`config.mk`:
```
export PLATFORM = sky130hd
export DESIGN_NAME = spi_shift_engine
export DESIGN_NICKNAME = d
export VERILOG_FILES = /design/src/rtl/spi_eng_pkg.sv /design/src/rtl/spi_eng_clkgen.sv /design/src/rtl/spi_eng_shifter.sv /design/src/rtl/spi_eng_regs.sv /design/src/rtl/spi_shift_engine.sv
export SDC_FILE = /design/constraint.sdc
export NUM_CORES = 1
export LEC_CHECK = 0
export ABC_AREA = 1
export ABC_CLOCK_PERIOD_IN_PS = 2000
export BUFFER_PORTS_ARGS = -buffer_cell sky130_fd_sc_hd__buf_2
export CORE_ASPECT_RATIO = 0.6
export CORE_UTILIZATION = 56
export CTS_BUF_LIST = sky130_fd_sc_hd__clkbuf_8 sky130_fd_sc_hd__clkbuf_16
export CTS_CLUSTER_SIZE = 12
export DETAILED_ROUTE_END_ITERATION = 16
export PLACE_DENSITY_LB_ADDON = 0.3
export SKIP_CTS_REPAIR_TIMING = 1
export SLEW_MARGIN = 10
export SYNTH_ARGS = -nofsm -noshare
export SYNTH_HDL_FRONTEND = slang
export SYNTH_HIERARCHICAL = 1
export SYNTH_SLANG_ARGS = --single-unit
```
`constraint.sdc`:
```
create_clock -name clk -period 2 [get_ports clk]
set_input_delay 0.3 -clock clk [delete_from_list [all_inputs] [get_ports clk]]
set_output_delay 0.3 -clock clk [all_outputs]
set_load 0.02 [all_outputs]
```
`src/rtl/spi_eng_pkg.sv`:
```
// Package: shared types and field positions for the SPI shift engine.
// Assumes an 8-bit register port; positions are used by regs and the bench.
package spi_eng_pkg;

    localparam int REG_W = 8;

    // Transfer mode encoding held in control bits 2:1
    typedef enum logic [1:0] {
        XM_DUPLEX = 2'b00,
        XM_TXONLY = 2'b01,
        XM_RXONLY = 2'b10,
        XM_RSVD   = 2'b11
    } xfer_mode_e;

    // Control register field positions
    localparam int CTL_GO      = 7;
    localparam int CTL_EN      = 6;
    localparam int CTL_MODE_HI = 2;
    localparam int CTL_MODE_LO = 1;

    // Status register field positions
    localparam int STS_RXFULL  = 0;
    localparam int STS_TXPEND  = 1;
    localparam int STS_COLL    = 2;

endpackage

```
`src/rtl/spi_eng_clkgen.sv`:
```
// Module: spi_eng_clkgen
// Emits a one-cycle tick every HALF_DIV system cycles while 'run' is high.
// Each tick marks the end of one SCLK phase. The counter restarts whenever run is low.
module spi_eng_clkgen #(
    parameter int HALF_DIV = 2
) (
    input  logic clk,
    input  logic rst_n,
    input  logic run,
    output logic tick
);

    localparam int CW = (HALF_DIV > 1) ? $clog2(HALF_DIV) : 1;
    localparam logic [CW-1:0] LAST = CW'(HALF_DIV - 1);

    logic [CW-1:0] phase_cnt;

    assign tick = run && (phase_cnt == LAST);

    // Phase counter: counts system cycles within the current SCLK phase
    always_ff @(posedge clk) begin
        if (!rst_n) begin
            phase_cnt <= '0;
        end else if (!run || tick) begin
            phase_cnt <= '0;
        end else begin
            phase_cnt <= phase_cnt + 1'b1;
        end
    end

    // the phase counter never exceeds the divider limit
    a_r12_phase_in_range: assert property (@(posedge clk) disable iff (!rst_n)
        phase_cnt <= LAST);

endmodule

```
`src/rtl/spi_eng_shifter.sv`:
```
// Module: spi_eng_shifter
// SPI mode 0 serial shifter, MSB first. A start pulse loads the byte (or all
// ones for receive-only). Each tick toggles SCLK: MISO is sampled on the rise
// and MOSI advances on the fall. After DATA_W bits, done pulses for one cycle.
// Assumes 'mode' stays constant while busy.
module spi_eng_shifter
    import spi_eng_pkg::*;
#(
    parameter int DATA_W = 8
) (
    input  logic              clk,
    input  logic              rst_n,
    input  logic              start,
    input  xfer_mode_e        mode,
    input  logic [DATA_W-1:0] tx_word,
    input  logic              tick,
    input  logic              miso,
    output logic              sclk,
    output logic              mosi,
    output logic              busy,
    output logic              done,
    output logic [DATA_W-1:0] rx_word
);

    localparam int BW = (DATA_W > 1) ? $clog2(DATA_W) : 1;
    localparam logic [BW-1:0] LAST_BIT = BW'(DATA_W - 1);

    logic [DATA_W-1:0] sh_tx;
    logic [DATA_W-1:0] sh_rx;
    logic [BW-1:0]     bit_cnt;

    assign mosi    = busy & sh_tx[DATA_W-1];
    assign rx_word = sh_rx;

    // Shift sequencer: load on start, sample on rise, advance on fall
    always_ff @(posedge clk) begin
        if (!rst_n) begin
            sh_tx   <= '0;
            sh_rx   <= '0;
            bit_cnt <= '0;
            sclk    <= 1'b0;
            busy    <= 1'b0;
            done    <= 1'b0;
        end else begin
            done <= 1'b0;
            if (start) begin
                busy    <= 1'b1;
                sclk    <= 1'b0;
                bit_cnt <= '0;
                sh_tx   <= (mode == XM_RXONLY) ? '1 : tx_word;
            end else if (busy && tick) begin
                if (!sclk) begin
                    sclk  <= 1'b1;
                    sh_rx <= {sh_rx[DATA_W-2:0], miso};
                end else begin
                    sclk  <= 1'b0;
                    sh_tx <= {sh_tx[DATA_W-2:0], 1'b1};
                    if (bit_cnt == LAST_BIT) begin
                        busy <= 1'b0;
                        done <= 1'b1;
                    end else begin
                        bit_cnt <= bit_cnt + 1'b1;
                    end
                end
            end
        end
    end

    // SCLK idles low whenever no transfer is running
    a_r3_sclk_idle_low: assert property (@(posedge clk) disable iff (!rst_n)
        !busy |-> !sclk);

    // MOSI holds steady across a high SCLK phase
    a_r3_mosi_stable_high: assert property (@(posedge clk) disable iff (!rst_n)
        (sclk && $past(sclk)) |-> $stable(mosi));

    // completion is a single-cycle pulse
    a_r3_done_pulse: assert property (@(posedge clk) disable iff (!rst_n)
        done |=> !done);

    // receive-only transfers drive MOSI high throughout
    a_r5_rxonly_mosi_high: assert property (@(posedge clk) disable iff (!rst_n)
        (busy && mode == XM_RXONLY) |-> mosi);

endmodule

```
`src/rtl/spi_eng_regs.sv`:
```
// Module: spi_eng_regs
// Register decode and flag logic: control (go/enable/mode), transmit buffer,
// receive buffer and status flags (receive full, write pending, collision).
// Assumes the read data path is combinational and that bus_rd marks a real
// read access, so it may clear flags. Control writes are refused while busy.
module spi_eng_regs
    import spi_eng_pkg::*;
#(
    parameter int ADDR_W    = 4,
    parameter int CTRL_ADDR = 6,
    parameter int DATA_ADDR = 7,
    parameter int STAT_ADDR = 8
) (
    input  logic              clk,
    input  logic              rst_n,
    input  logic [ADDR_W-1:0] bus_addr,
    input  logic              bus_wr,
    input  logic              bus_rd,
    input  logic [REG_W-1:0]  bus_wdata,
    output logic [REG_W-1:0]  bus_rdata,
    input  logic              eng_busy,
    input  logic              eng_done,
    input  logic [REG_W-1:0]  rx_word,
    output logic              start_xfer,
    output xfer_mode_e        xfer_mode,
    output logic [REG_W-1:0]  tx_word
);

    localparam logic [ADDR_W-1:0] A_CTRL = ADDR_W'(CTRL_ADDR);
    localparam logic [ADDR_W-1:0] A_DATA = ADDR_W'(DATA_ADDR);
    localparam logic [ADDR_W-1:0] A_STAT = ADDR_W'(STAT_ADDR);

    logic             go_q;
    logic             en_q;
    xfer_mode_e       mode_q;
    logic [REG_W-1:0] tx_buf;
    logic [REG_W-1:0] rx_buf;
    logic             rx_full;
    logic             tx_pend;
    logic             coll;

    logic sel_ctrl_wr, sel_data_wr, sel_stat_wr, sel_data_rd;
    logic ctrl_wr_ok, en_rise, rx_capture;

    assign sel_ctrl_wr = bus_wr && (bus_addr == A_CTRL);
    assign sel_data_wr = bus_wr && (bus_addr == A_DATA);
    assign sel_stat_wr = bus_wr && (bus_addr == A_STAT);
    assign sel_data_rd = bus_rd && (bus_addr == A_DATA);

    assign start_xfer  = go_q && en_q && !eng_busy && !eng_done && (mode_q != XM_RSVD);
    assign ctrl_wr_ok  = sel_ctrl_wr && !eng_busy && !eng_done && !start_xfer;
    assign en_rise     = ctrl_wr_ok && bus_wdata[CTL_EN] && !en_q;
    assign rx_capture  = eng_done && (mode_q != XM_TXONLY);

    assign xfer_mode = mode_q;
    assign tx_word   = tx_buf;

    // Read mux: present the addressed register
    always_comb begin
        bus_rdata = '0;
        if (bus_addr == A_CTRL) begin
            bus_rdata[CTL_GO]                  = go_q;
            bus_rdata[CTL_EN]                  = en_q;
            bus_rdata[CTL_MODE_HI:CTL_MODE_LO] = mode_q;
        end else if (bus_addr == A_DATA) begin
            bus_rdata = rx_buf;
        end else if (bus_addr == A_STAT) begin
            bus_rdata[STS_RXFULL] = rx_full;
            bus_rdata[STS_TXPEND] = tx_pend;
            bus_rdata[STS_COLL]   = coll;
        end
    end

    // Control register: software writes, go self-clear on finish or reserved mode
    always_ff @(posedge clk) begin
        if (!rst_n) begin
            go_q   <= 1'b0;
            en_q   <= 1'b0;
            mode_q <= XM_DUPLEX;
        end else if (ctrl_wr_ok) begin
            en_q   <= bus_wdata[CTL_EN];
            mode_q <= xfer_mode_e'(bus_wdata[CTL_MODE_HI:CTL_MODE_LO]);
            go_q   <= bus_wdata[CTL_GO] && bus_wdata[CTL_EN];
        end else if (eng_done) begin
            go_q <= 1'b0;
        end else if (go_q && mode_q == XM_RSVD) begin
            go_q <= 1'b0;
        end
    end

    // Transmit side: buffer byte and pending flag
    always_ff @(posedge clk) begin
        if (!rst_n) begin
            tx_buf  <= '0;
            tx_pend <= 1'b0;
        end else if (sel_data_wr) begin
            tx_buf  <= bus_wdata;
            tx_pend <= 1'b1;
        end else if (start_xfer && mode_q != XM_RXONLY) begin
            tx_pend <= 1'b0;
        end
    end

    // Receive side: store a finished byte unless an unread one is waiting
    always_ff @(posedge clk) begin
        if (!rst_n) begin
            rx_buf  <= '0;
            rx_full <= 1'b0;
        end else if (rx_capture && !rx_full) begin
            rx_buf  <= rx_word;
            rx_full <= 1'b1;
        end else if (sel_data_rd || en_rise) begin
            rx_full <= 1'b0;
        end
    end

    // Collision flag: set on overrun, cleared by writing 0 to its bit
    always_ff @(posedge clk) begin
        if (!rst_n) begin
            coll <= 1'b0;
        end else if (rx_capture && rx_full) begin
            coll <= 1'b1;
        end else if (sel_stat_wr && !bus_wdata[STS_COLL]) begin
            coll <= 1'b0;
        end
    end

    // go is low the cycle after the engine reports completion
    a_r3_go_clears_on_done: assert property (@(posedge clk) disable iff (!rst_n)
        eng_done |=> !go_q);

    // a reserved-mode request is dropped on the next cycle without starting
    a_r6_reserved_drops: assert property (@(posedge clk) disable iff (!rst_n)
        (go_q && mode_q == XM_RSVD && !sel_ctrl_wr) |=> (!go_q && !eng_busy));

    // receive full only rises on a transfer completion
    a_r2_rxfull_from_done: assert property (@(posedge clk) disable iff (!rst_n)
        $rose(rx_full) |-> $past(eng_done));

    // collision only rises on a transfer completion
    a_r10_coll_from_done: assert property (@(posedge clk) disable iff (!rst_n)
        $rose(coll) |-> $past(eng_done));

    // the unread byte is not overwritten while receive full is set
    a_r10_keep_unread: assert property (@(posedge clk) disable iff (!rst_n)
        (rx_full && $past(rx_full)) |-> $stable(rx_buf));

    // a data write leaves write pending set
    a_r9_pend_on_write: assert property (@(posedge clk) disable iff (!rst_n)
        sel_data_wr |=> tx_pend);

    // control fields hold while a transfer runs
    a_r11_ctrl_frozen: assert property (@(posedge clk) disable iff (!rst_n)
        (eng_busy && $past(eng_busy)) |-> ($stable(mode_q) && $stable(en_q)));

endmodule

```
`src/rtl/spi_shift_engine.sv`:
```
// Module: spi_shift_engine (top)
// SPI master byte engine: the register block feeds a mode-0 shifter clocked
// by a fixed divider. Assumes a single master on the bus and that the
// peripheral select is handled outside this block.
module spi_shift_engine
    import spi_eng_pkg::*;
#(
    parameter int ADDR_W    = 4,
    parameter int CTRL_ADDR = 6,
    parameter int DATA_ADDR = 7,
    parameter int STAT_ADDR = 8,
    parameter int HALF_DIV  = 2
) (
    input  logic              clk,
    input  logic              rst_n,
    input  logic [ADDR_W-1:0] bus_addr,
    input  logic              bus_wr,
    input  logic              bus_rd,
    input  logic [7:0]        bus_wdata,
    output logic [7:0]        bus_rdata,
    output logic              spi_sclk,
    output logic              spi_mosi,
    input  logic              spi_miso
);

    logic             start_xfer;
    xfer_mode_e       xfer_mode;
    logic [REG_W-1:0] tx_word;
    logic [REG_W-1:0] rx_word;
    logic             eng_busy;
    logic             eng_done;
    logic             tick;

    spi_eng_regs #(
        .ADDR_W   (ADDR_W),
        .CTRL_ADDR(CTRL_ADDR),
        .DATA_ADDR(DATA_ADDR),
        .STAT_ADDR(STAT_ADDR)
    ) u_regs (
        .clk       (clk),
        .rst_n     (rst_n),
        .bus_addr  (bus_addr),
        .bus_wr    (bus_wr),
        .bus_rd    (bus_rd),
        .bus_wdata (bus_wdata),
        .bus_rdata (bus_rdata),
        .eng_busy  (eng_busy),
        .eng_done  (eng_done),
        .rx_word   (rx_word),
        .start_xfer(start_xfer),
        .xfer_mode (xfer_mode),
        .tx_word   (tx_word)
    );

    spi_eng_clkgen #(
        .HALF_DIV(HALF_DIV)
    ) u_clkgen (
        .clk  (clk),
        .rst_n(rst_n),
        .run  (eng_busy),
        .tick (tick)
    );

    spi_eng_shifter #(
        .DATA_W(REG_W)
    ) u_shifter (
        .clk    (clk),
        .rst_n  (rst_n),
        .start  (start_xfer),
        .mode   (xfer_mode),
        .tx_word(tx_word),
        .tick   (tick),
        .miso   (spi_miso),
        .sclk   (spi_sclk),
        .mosi   (spi_mosi),
        .busy   (eng_busy),
        .done   (eng_done),
        .rx_word(rx_word)
    );

endmodule

```
Yosys cells after proc, flatten, opt, wreduce, memory -nomap -nowiden
Index checks and enable logic that the tools add are counted.
{"block": "word_totals", "output_inout_bits": 10, "regBits": 46}
{"block": "op_classes", "muxes": 26, "n_reduce_logical": 44, "bitwise": 6, "n_addsub": 2, "eq_ne": 9}
{"cell": "8-bit two-way mux", "n": 4}
{"cell": "1-bit logical AND", "n": 22}
{"cell": "1-bit two-way mux", "n": 16}
{"cell": "2-bit nonzero test", "n": 6}
{"cell": "3-bit two-way mux", "n": 3}
{"cell": "3-bit AND reduction", "n": 3}
{"cell": "4-bit by 3-bit equality test with 1-bit output (second input constant)", "n": 2}
{"cell": "1-bit zero test", "n": 6}
{"cell": "5-bit two-way mux", "n": 1}
{"cell": "1-bit NOT", "n": 5}
{"cell": "2-bit equality test (second input constant)", "n": 2}
{"cell": "4-bit equality test (second input constant)", "n": 1}
{"cell": "2-bit two-way mux", "n": 2}
{"cell": "2-bit != test (second input constant)", "n": 2}
{"cell": "2-bit OR reduction", "n": 2}
{"cell": "4-bit OR reduction", "n": 1}
{"cell": "3-bit by 1-bit adder with 3-bit output (second input constant)", "n": 1}
{"cell": "3-bit equality test (second input constant)", "n": 1}
{"cell": "3-bit nonzero test", "n": 1}
{"cell": "1-bit logical OR", "n": 2}
{"cell": "2-bit by 1-bit != test with 1-bit output (second input constant)", "n": 1}
{"cell": "2-bit AND reduction", "n": 1}
{"cell": "1-bit adder (second input constant)", "n": 1}
{"cell": "1-bit bitwise AND", "n": 1}

Logic depth before layout (Yosys ltp)
Gate-level depths: netlist of the first run.
{"block": "depth", "depth_word": 11, "depth_mapped": 11, "mapped_depth_nobuf": 9}

By module
The synthesis of the first run kept the hierarchy.
{"module": "spi_eng_regs", "n_inst": 1, "cells_per_inst": 135, "area_each_um2": 1047.3}
{"module": "spi_eng_shifter", "n_inst": 1, "cells_per_inst": 134, "area_each_um2": 998.5}
{"module": "spi_eng_clkgen", "n_inst": 1, "cells_per_inst": 5, "area_each_um2": 37.5}

Worst setup path before layout of the first run
No wires, ideal clock.
{"block": "synth_timing", "path_kind": "input-to-output", "start": "input port bus_addr[2]", "end": "output port bus_rdata[0]", "stages": 4, "setup_slack_ns": 0.495, "required_time_ns": 1.700, "t_arrival_ns": 1.205, "cell_sequence": "inv_1 nor2_4 nand3_1 o21ai_0"}
{"block": "synth_between", "elab_chain_len": 4}
{"element": "start: declaration", "line_no": "spi_shift_engine.sv:16", "source": "input logic [ADDR_W-1:0] bus_addr,"}
{"element": "4-bit equality test", "line_no": "spi_eng_regs.sv:67", "source": "end else if (bus_addr == A_STAT) begin"}
{"element": "3-bit two-way mux", "line_no": "spi_eng_regs.sv:67"}
{"element": "3-bit two-way mux", "line_no": "spi_eng_regs.sv:65", "source": "end else if (bus_addr == A_DATA) begin"}
{"element": "1-bit two-way mux *", "line_no": "spi_eng_regs.sv:61", "source": "if (bus_addr == A_CTRL) begin"}
{"element": "end: declaration", "line_no": "spi_shift_engine.sv:20", "source": "output logic [7:0] bus_rdata,"}
Mark *: on every way between the ends. The rest lies on a longest branch, timed or not.

Worst setup path after layout of the first run
{"block": "layout_timing", "start": "register u_shifter.busy", "end": "register u_shifter.sh_tx[1]"}
{"block": "layout_between", "elab_chain_len": 6}
{"element": "start: declaration", "line_no": "spi_eng_shifter.sv:20", "source": "output logic busy,"}
{"element": "start signal: assignment", "line_no": "spi_eng_shifter.sv:42", "source": "busy <= 1'b0;"}
{"element": "start signal: assignment", "line_no": "spi_eng_shifter.sv:47", "source": "busy <= 1'b1;"}
{"element": "start signal: assignment", "line_no": "spi_eng_shifter.sv:59", "source": "busy <= 1'b0;"}
{"element": "1-bit zero test *", "line_no": "spi_eng_regs.sv:50", "source": "assign start_xfer = go_q && en_q && !eng_busy && !eng_done && (mode_q != XM_RSVD);"}
{"element": "1-bit logical AND * (3 in a row)", "line_no": "spi_eng_regs.sv:50"}
{"element": "named net start_xfer", "line_no": "spi_shift_engine.sv:26", "source": "logic start_xfer;"}
{"element": "2-bit nonzero test (no line)"}
{"element": "2-bit AND reduction (no line)"}
{"element": "end signal: assignment", "line_no": "spi_eng_shifter.sv:50", "source": "sh_tx <= (mode == XM_RXONLY) ? '1 : tx_word;"}
{"element": "end signal: assignment", "line_no": "spi_eng_shifter.sv:57", "source": "sh_tx <= {sh_tx[DATA_W-2:0], 1'b1};"}
{"element": "end: declaration", "line_no": "spi_eng_shifter.sv:28", "source": "logic [DATA_W-1:0] sh_tx;"}
Mark *: on every way through the listed nets, which the timed path passes. The rest lies on a longest branch.
A chain may end at the register's enable or synchronous reset.

==> flow_summary_export.csv, run 1 <==
group,metric,value,unit
outcome,outcome,"finished clean",
floorplan,row_count,16,
timing,finalSetupViolCount,0,
logic_synthesis,yosys_warnings,6,
route,drc,0,
logic_synthesis,synth_nets,293,
cts,ctsLongestPathBuffers,2,
timing,fin_ws,0.310,ns
critical_path,r2r_cells,8,
timing,finalSetupTns,0,ns
layout,fin_cells,347,
logic_synthesis,syn-mean-instance-area,7.60,um2
logic_synthesis,ys_types,32,
critical_path,crit_start,"u_shifter/busy",
timing,drv_slew,0,
power,irDropWorstVdd,0.436,mV
placement,dp.cells,339,
floorplan,die_w,80.7,um
global_route,grt_start_max_net_pins,30,
cts,cts_max_level,2,
placement,io_buffers,26,
floorplan,initial_core_util,0.612,
critical_path,crit_path_max_fanout,11,
timing,finClkSkew,0.00684,ns
power,seqPwrFrac,0.553,
layout,mostFrequentLayoutCells,"dfxtp_1 (46), a21oi_1 (39), nand2_1 (38)",
critical_path,endpoint_kind,"register",
floorplan,io_pins,27,
critical_path,critPathKind,"reg2reg",
power,intPower,0.00131,W
logic_synthesis,syn_inst,274,
placement,pre_cts_ws,0.341,ns
placement,dp_hpwl,3160,um
logic_synthesis,yosysSeqAreaShare,0.442,
route,wl_per_cell,12.4,um
timing,fmax,592,MHz
critical_path,r2r_start,"u_shifter/busy",
route,routed_wl,4290,um
cts,tritoncts,"done",
critical_path,r2r_end,"u_shifter/sh_tx[1]",
timing,final-hold-violation-count,0,
hold_path,min_path_type,"in2reg",
timing,rsz0062_at_grt,"no",
route,drt_iter0_markers,158,
layout,fin_util,0.686,
global_route,grt_pass1_vias,1587,
power,power.density,715,nW/um2
route,vias,1829,
layout,layout.nets,320,
floorplan,die_y,49.2,um
critical_path,crit_arrival,1.89,ns
power,swShare,0.214,
power,switchingPower,0.000357,W
global_route,grt_overflow_total,0,
layout,diodes,0,
floorplan,core_area,3400,um2
layout,area_delta_synth_final,12.1,%
critical_path,rrSetupSlack,0.31,ns
cts,clk_transition_reported_paths,0.09,ns
layout,final_common_cell,"dfxtp_1",
timing,fin_crit_sh,0.845,
global_route,grt_pass1_wl,7230,um
cts,cts_root_buf,"clkbuf_8",
power,power.static_leakage,0.996,nW
floorplan,fp.dieArea,3980,um2
critical_path,endpoint,"u_shifter/sh_tx[1]",
critical_path,crit_required,2.20,ns
timing,relSlewSlack,0.718,
power,p_comb_frac,0.044,
route,drt-pass1-iter-count,4,
logic_synthesis,ys_ff_latch,46,
timing,tightest_slew,0.420,ns
critical_path,cp-start-kind,"register",
route,antenna_left,0,
cts,cts.sink_count,46,
power,p_clk_frac,0.403,
global_route,gr-usage-all-layers,0.241,
global_route,antenna_found_initial,0,
logic_synthesis,syn-cell-area,2080,um2
layout,drive_above_1_share,0.195,
cts,clk_latency,0.30,ns
timing,finalCriticalPeriod,1.69,ns
placement,globalplace.congestion,0.931,
flow_run,maxCapViolCount,0,
route,post_drt_via_cell_ratio,5.27,
cts,cts_made_buffers,5,
cell usage after synthesis:
cell	instances	area (um2)
nand2_2	3	18.8
nand2_4	2	22.5
a21oi_1	39	195
inv_2	3	11.3
nand4_2	1	12.5
or2_2	5	31.3
buf_4	2	15.0
clkbuf_1	1	3.75
nor2_1	23	86.3
o22ai_1	1	6.26
o221ai_1	2	17.5
buf_2	1	5.00
nand3_4	1	17.5
buf_6	2	22.5
nand3_1	16	80.1
nand3b_2	1	11.3
inv_1	36	135
nor3_1	2	10.0
nor2_8	1	20.0
or2_0	1	6.26
clkinv_1	1	3.75
dfxtp_1	46	921
ha_1	2	25.0
clkbuf_2	1	5.00
nand3_2	1	10.0
o21ai_1	3	15.0
nor2_2	1	6.26
nand2_1	38	143
inv_4	1	6.26
nand4_1	3	18.8
nor2_4	5	56.3
o21ai_0	29	145
metrics by stage:
step | power [W] | cell area (um2) | hold WS (ns)
after floorplan | 0.000985 | 2080 | 0.403
after global placement | 0.00102 | 2230 | 0.418
after detailed placement | 0.00102 | 2230 | 0.411
after CTS | 0.00168 | 2340 | 0.262
after global routing | 0.00173 | 2340 | 0.282
final | 0.00167 | 2340 | 0.268
power groups by stage:
stage	logic (W)	clock network, W	registers, W
4_1_cts	0.0000728	0.000687	0.000924
6_report	0.0000733	0.000673	0.000924
5_1_grt	0.0000810	0.000725	0.000924
3_5_place_dp	0.0000722	0	0.000945
3_3_place_gp	0.0000704	0	0.000945
2_1_floorplan	0.0000407	0	0.000944
how the worst min path moves through the flow:
stage	cells past startpoint	slack (ns)	end	startpoint
2_1_floorplan	1	0.40	u_clkgen/phase_cnt	u_clkgen/phase_cnt
3_3_place_gp	1	0.42	u_clkgen/phase_cnt	u_clkgen/phase_cnt
3_5_place_dp	1	0.41	u_clkgen/phase_cnt	u_clkgen/phase_cnt
4_1_cts	3	0.26	u_shifter/rx_word[0]	spi_miso
5_1_grt	3	0.28	u_shifter/rx_word[0]	spi_miso
6_report	3	0.27	u_shifter/rx_word[0]	spi_miso
layer usage:
layer / track usage / share of wire / wire length [um] / vias to the layer above
met1: 0.360 / 0.54 / 2310 / 815
li1: - / - / - / 945
met3: 0.0673 / 0.069 / 297 / 5
met5: 0 / 0 / 0 / -
met2: 0.326 / 0.38 / 1640 / 64
met4: 0.0804 / 0.010 / 44 / 0
registers in the layout, summed over array words and instances, names as in the netlist:
signal and flops:
u_shifter/done 1, u_shifter/sclk 1, u_regs/xfer_mode 2, u_clkgen/phase_cnt 1, u_regs/tx_pend 1, u_shifter/sh_tx 8, u_shifter/bit_cnt 3, u_regs/en_q 1
u_regs/tx_word 8, u_shifter/rx_word 8, u_regs/rx_buf 8, u_regs/coll 1, u_shifter/busy 1, u_regs/rx_full 1, u_regs/go_q 1
area by class of cell:
class	count	area (um2)
Sequential cell	46	921
Fill cell	291	1070
Multi-Input combinational cell	180	955
Timing Repair Buffer	27	138
Inverter	41	156
Clock buffer	5	68.8
Tap cell	45	56.3
Clock inverter	3	41.3
cell families after synthesis:
kind of cell,share of synthesized area
AO/OA/AOI/OAI,0.182
flip-flops,0.442
buffers and inverters,0.0997
adder cells (fa/ha/maj),0.0120
AND/OR/NAND/NOR,0.264
worst max-delay path: stages (launching register included):
cell,delay (ns)
dfxtp_1,0.42
nor2_4,0.16
nand3_2,0.16
inv_1,0.31
inv_4,0.13
nand2_4,0.14
inv_2,0.07
a21oi_1,0.15
nor2_1,0.06
No activity file was read; power rests on OpenSTA's default activity.
==> run 2, diff against run 1 <==
ABC_CLOCK_PERIOD_IN_PS = 1540   (was 2000)
CORE_UTILIZATION = 51   (was 56)
clock period = 1.54 ns   (was 2 ns; I/O delays follow)
==> flow_summary_export.csv, run 2 (synthesis results as in run 1) <==
group,metric,value,unit
global_route,grt_overflow_total,0,
layout,layout.nets,327,
route,drt-pass1-iter-count,10,
floorplan,core_area,3790,um2
route,drt_iter0_markers,80,
cts,tritoncts,"done",
layout,fin_util,0.638,
power,irDropWorstVdd,0.554,mV
outcome,outcome,"finished, violations left",
placement,globalplace.congestion,0.873,
placement,dp_hpwl,3120,um
timing,fin_ws,0.0384,ns
timing,finalCriticalPeriod,1.50,ns
timing,final-hold-violation-count,0,
cts,cts_max_level,2,
timing,fin_crit_sh,0.975,
timing,fmax,666,MHz
critical_path,crit_arrival,1.72,ns
route,wl_per_cell,13.0,um
critical_path,endpoint_kind,"register",
cts,cts.sink_count,46,
timing,relSlewSlack,0.718,
layout,area_delta_synth_final,15.9,%
route,drc,4,
cts,clk_transition_reported_paths,0.08,ns
critical_path,cp-start-kind,"register",
floorplan,row_count,17,
route,post_drt_via_cell_ratio,5.34,
route,routed.top_layer,"met4",
power,p_total,0.00221,W
layout,diodes,0,
timing,finalSetupViolCount,0,
global_route,grt_pass1_wl,7500,um
hold_path,min_path_type,"in2reg",
global_route,grt_pass1_vias,1632,
global_route,grt_start_max_net_pins,20,
timing,rsz0062_at_grt,"yes",
critical_path,crit_required,1.76,ns
cts,clk_latency,0.30,ns
layout,mostFrequentLayoutCells,"dfxtp_1 (43), nand2_1 (38), a21oi_1 (38)",
route,vias,1894,
cts,cts_made_buffers,5,
outcome,violations,"design-rule violations",
global_route,antenna_found_initial,0,
floorplan,io_pins,27,
timing,holdWs,0.204,ns
timing,drv_slew,0,
floorplan,die_w,84.5,um
layout,fin_cells,355,
placement,pre_cts_ws,-0.0330,ns
cts,ctsLongestPathBuffers,2,
route,wl_met1,2420,um
route,met2WireLength,1920,um
route,antenna_left,0,
route,dr_wl_met3,209,um
placement,dp.cells,344,
layout,final_common_cell,"dfxtp_1",
power,power.density,914,nW/um2
critical_path,critPathKind,"reg2reg",
layout,drive_above_1_share,0.234,
timing,finClkSkew,0.00866,ns
placement,io_buffers,26,
global_route,gr-usage-all-layers,0.224,
floorplan,fp.dieArea,4350,um2
floorplan,die_y,51.5,um
flow_run,maxCapViolCount,0,
power,power.static_leakage,1.02,nW
timing,tightest_slew,0.421,ns
cts,cts_root_buf,"clkbuf_8",
floorplan,initial_core_util,0.550,
critical_path,crit_path_max_fanout,6,
route,routed_wl,4600,um
-- run 2: per-layer routing --
metal | up-vias | GRT usage
li1 | 960 | -
met1 | 875 | 0.312
met2 | 52 | 0.340
met3 | 7 | 0.0540
met4 | 0 | 0.0847
met5 | - | 0
-- run 2: worst paths after layout --
path                            cells past startpoint  slack [ns]           startpoint              endpoint
worst max-delay path                                7        0.04  u_regs/xfer_mode[0]  u_shifter/rx_word[7]
worst min-delay path                                3        0.20             spi_miso  u_shifter/rx_word[0]
worst max register to register                      7        0.04  u_regs/xfer_mode[0]  u_shifter/rx_word[7]
worst min register to register                      1        0.43   u_clkgen/phase_cnt    u_clkgen/phase_cnt
-- run 2: power by group --
| part | internal (W) | switching, W | total (W) |
|---|---|---|---|
| registers | 0.00120 | 0.00000402 | 0.00120 |
| logic | 0.0000339 | 0.0000638 | 0.0000977 |
| clock network | 0.000519 | 0.000390 | 0.000910 |
| total | 0.00175 | 0.000458 | 0.00221 |
-- run 2: through the flow --
step,setup TNS (ns),cell area (um2)
floorplan,0,2080
global placement,0,2250
detailed placement,-0.0761,2250
CTS,-0.140,2360
global route,-0.0542,2410
finish,0,2410
-- run 2: final cells by class --
| cell class | instances | area (um2) |
|---|---|---|
| Timing Repair inverter | 1 | 5.00 |
| Multi-Input combinational cell | 180 | 971 |
| Sequential cell | 46 | 925 |
| Timing Repair Buffer | 33 | 183 |
| Inverter | 41 | 160 |
| Tap cell | 47 | 58.8 |
| Fill cell | 347 | 1370 |
| Clock inverter | 1 | 30.0 |
| Clock buffer | 6 | 82.6 |
-- run 2: worst max-delay path, cell delays in order, from the launching register on --
cell and delay [ns]:
dfxtp_2 0.36, nand2_1 0.12, nand3_4 0.13, clkinvlp_4 0.20, nor2_4 0.23, buf_4 0.17, nand3_1 0.07, a21oi_1 0.15
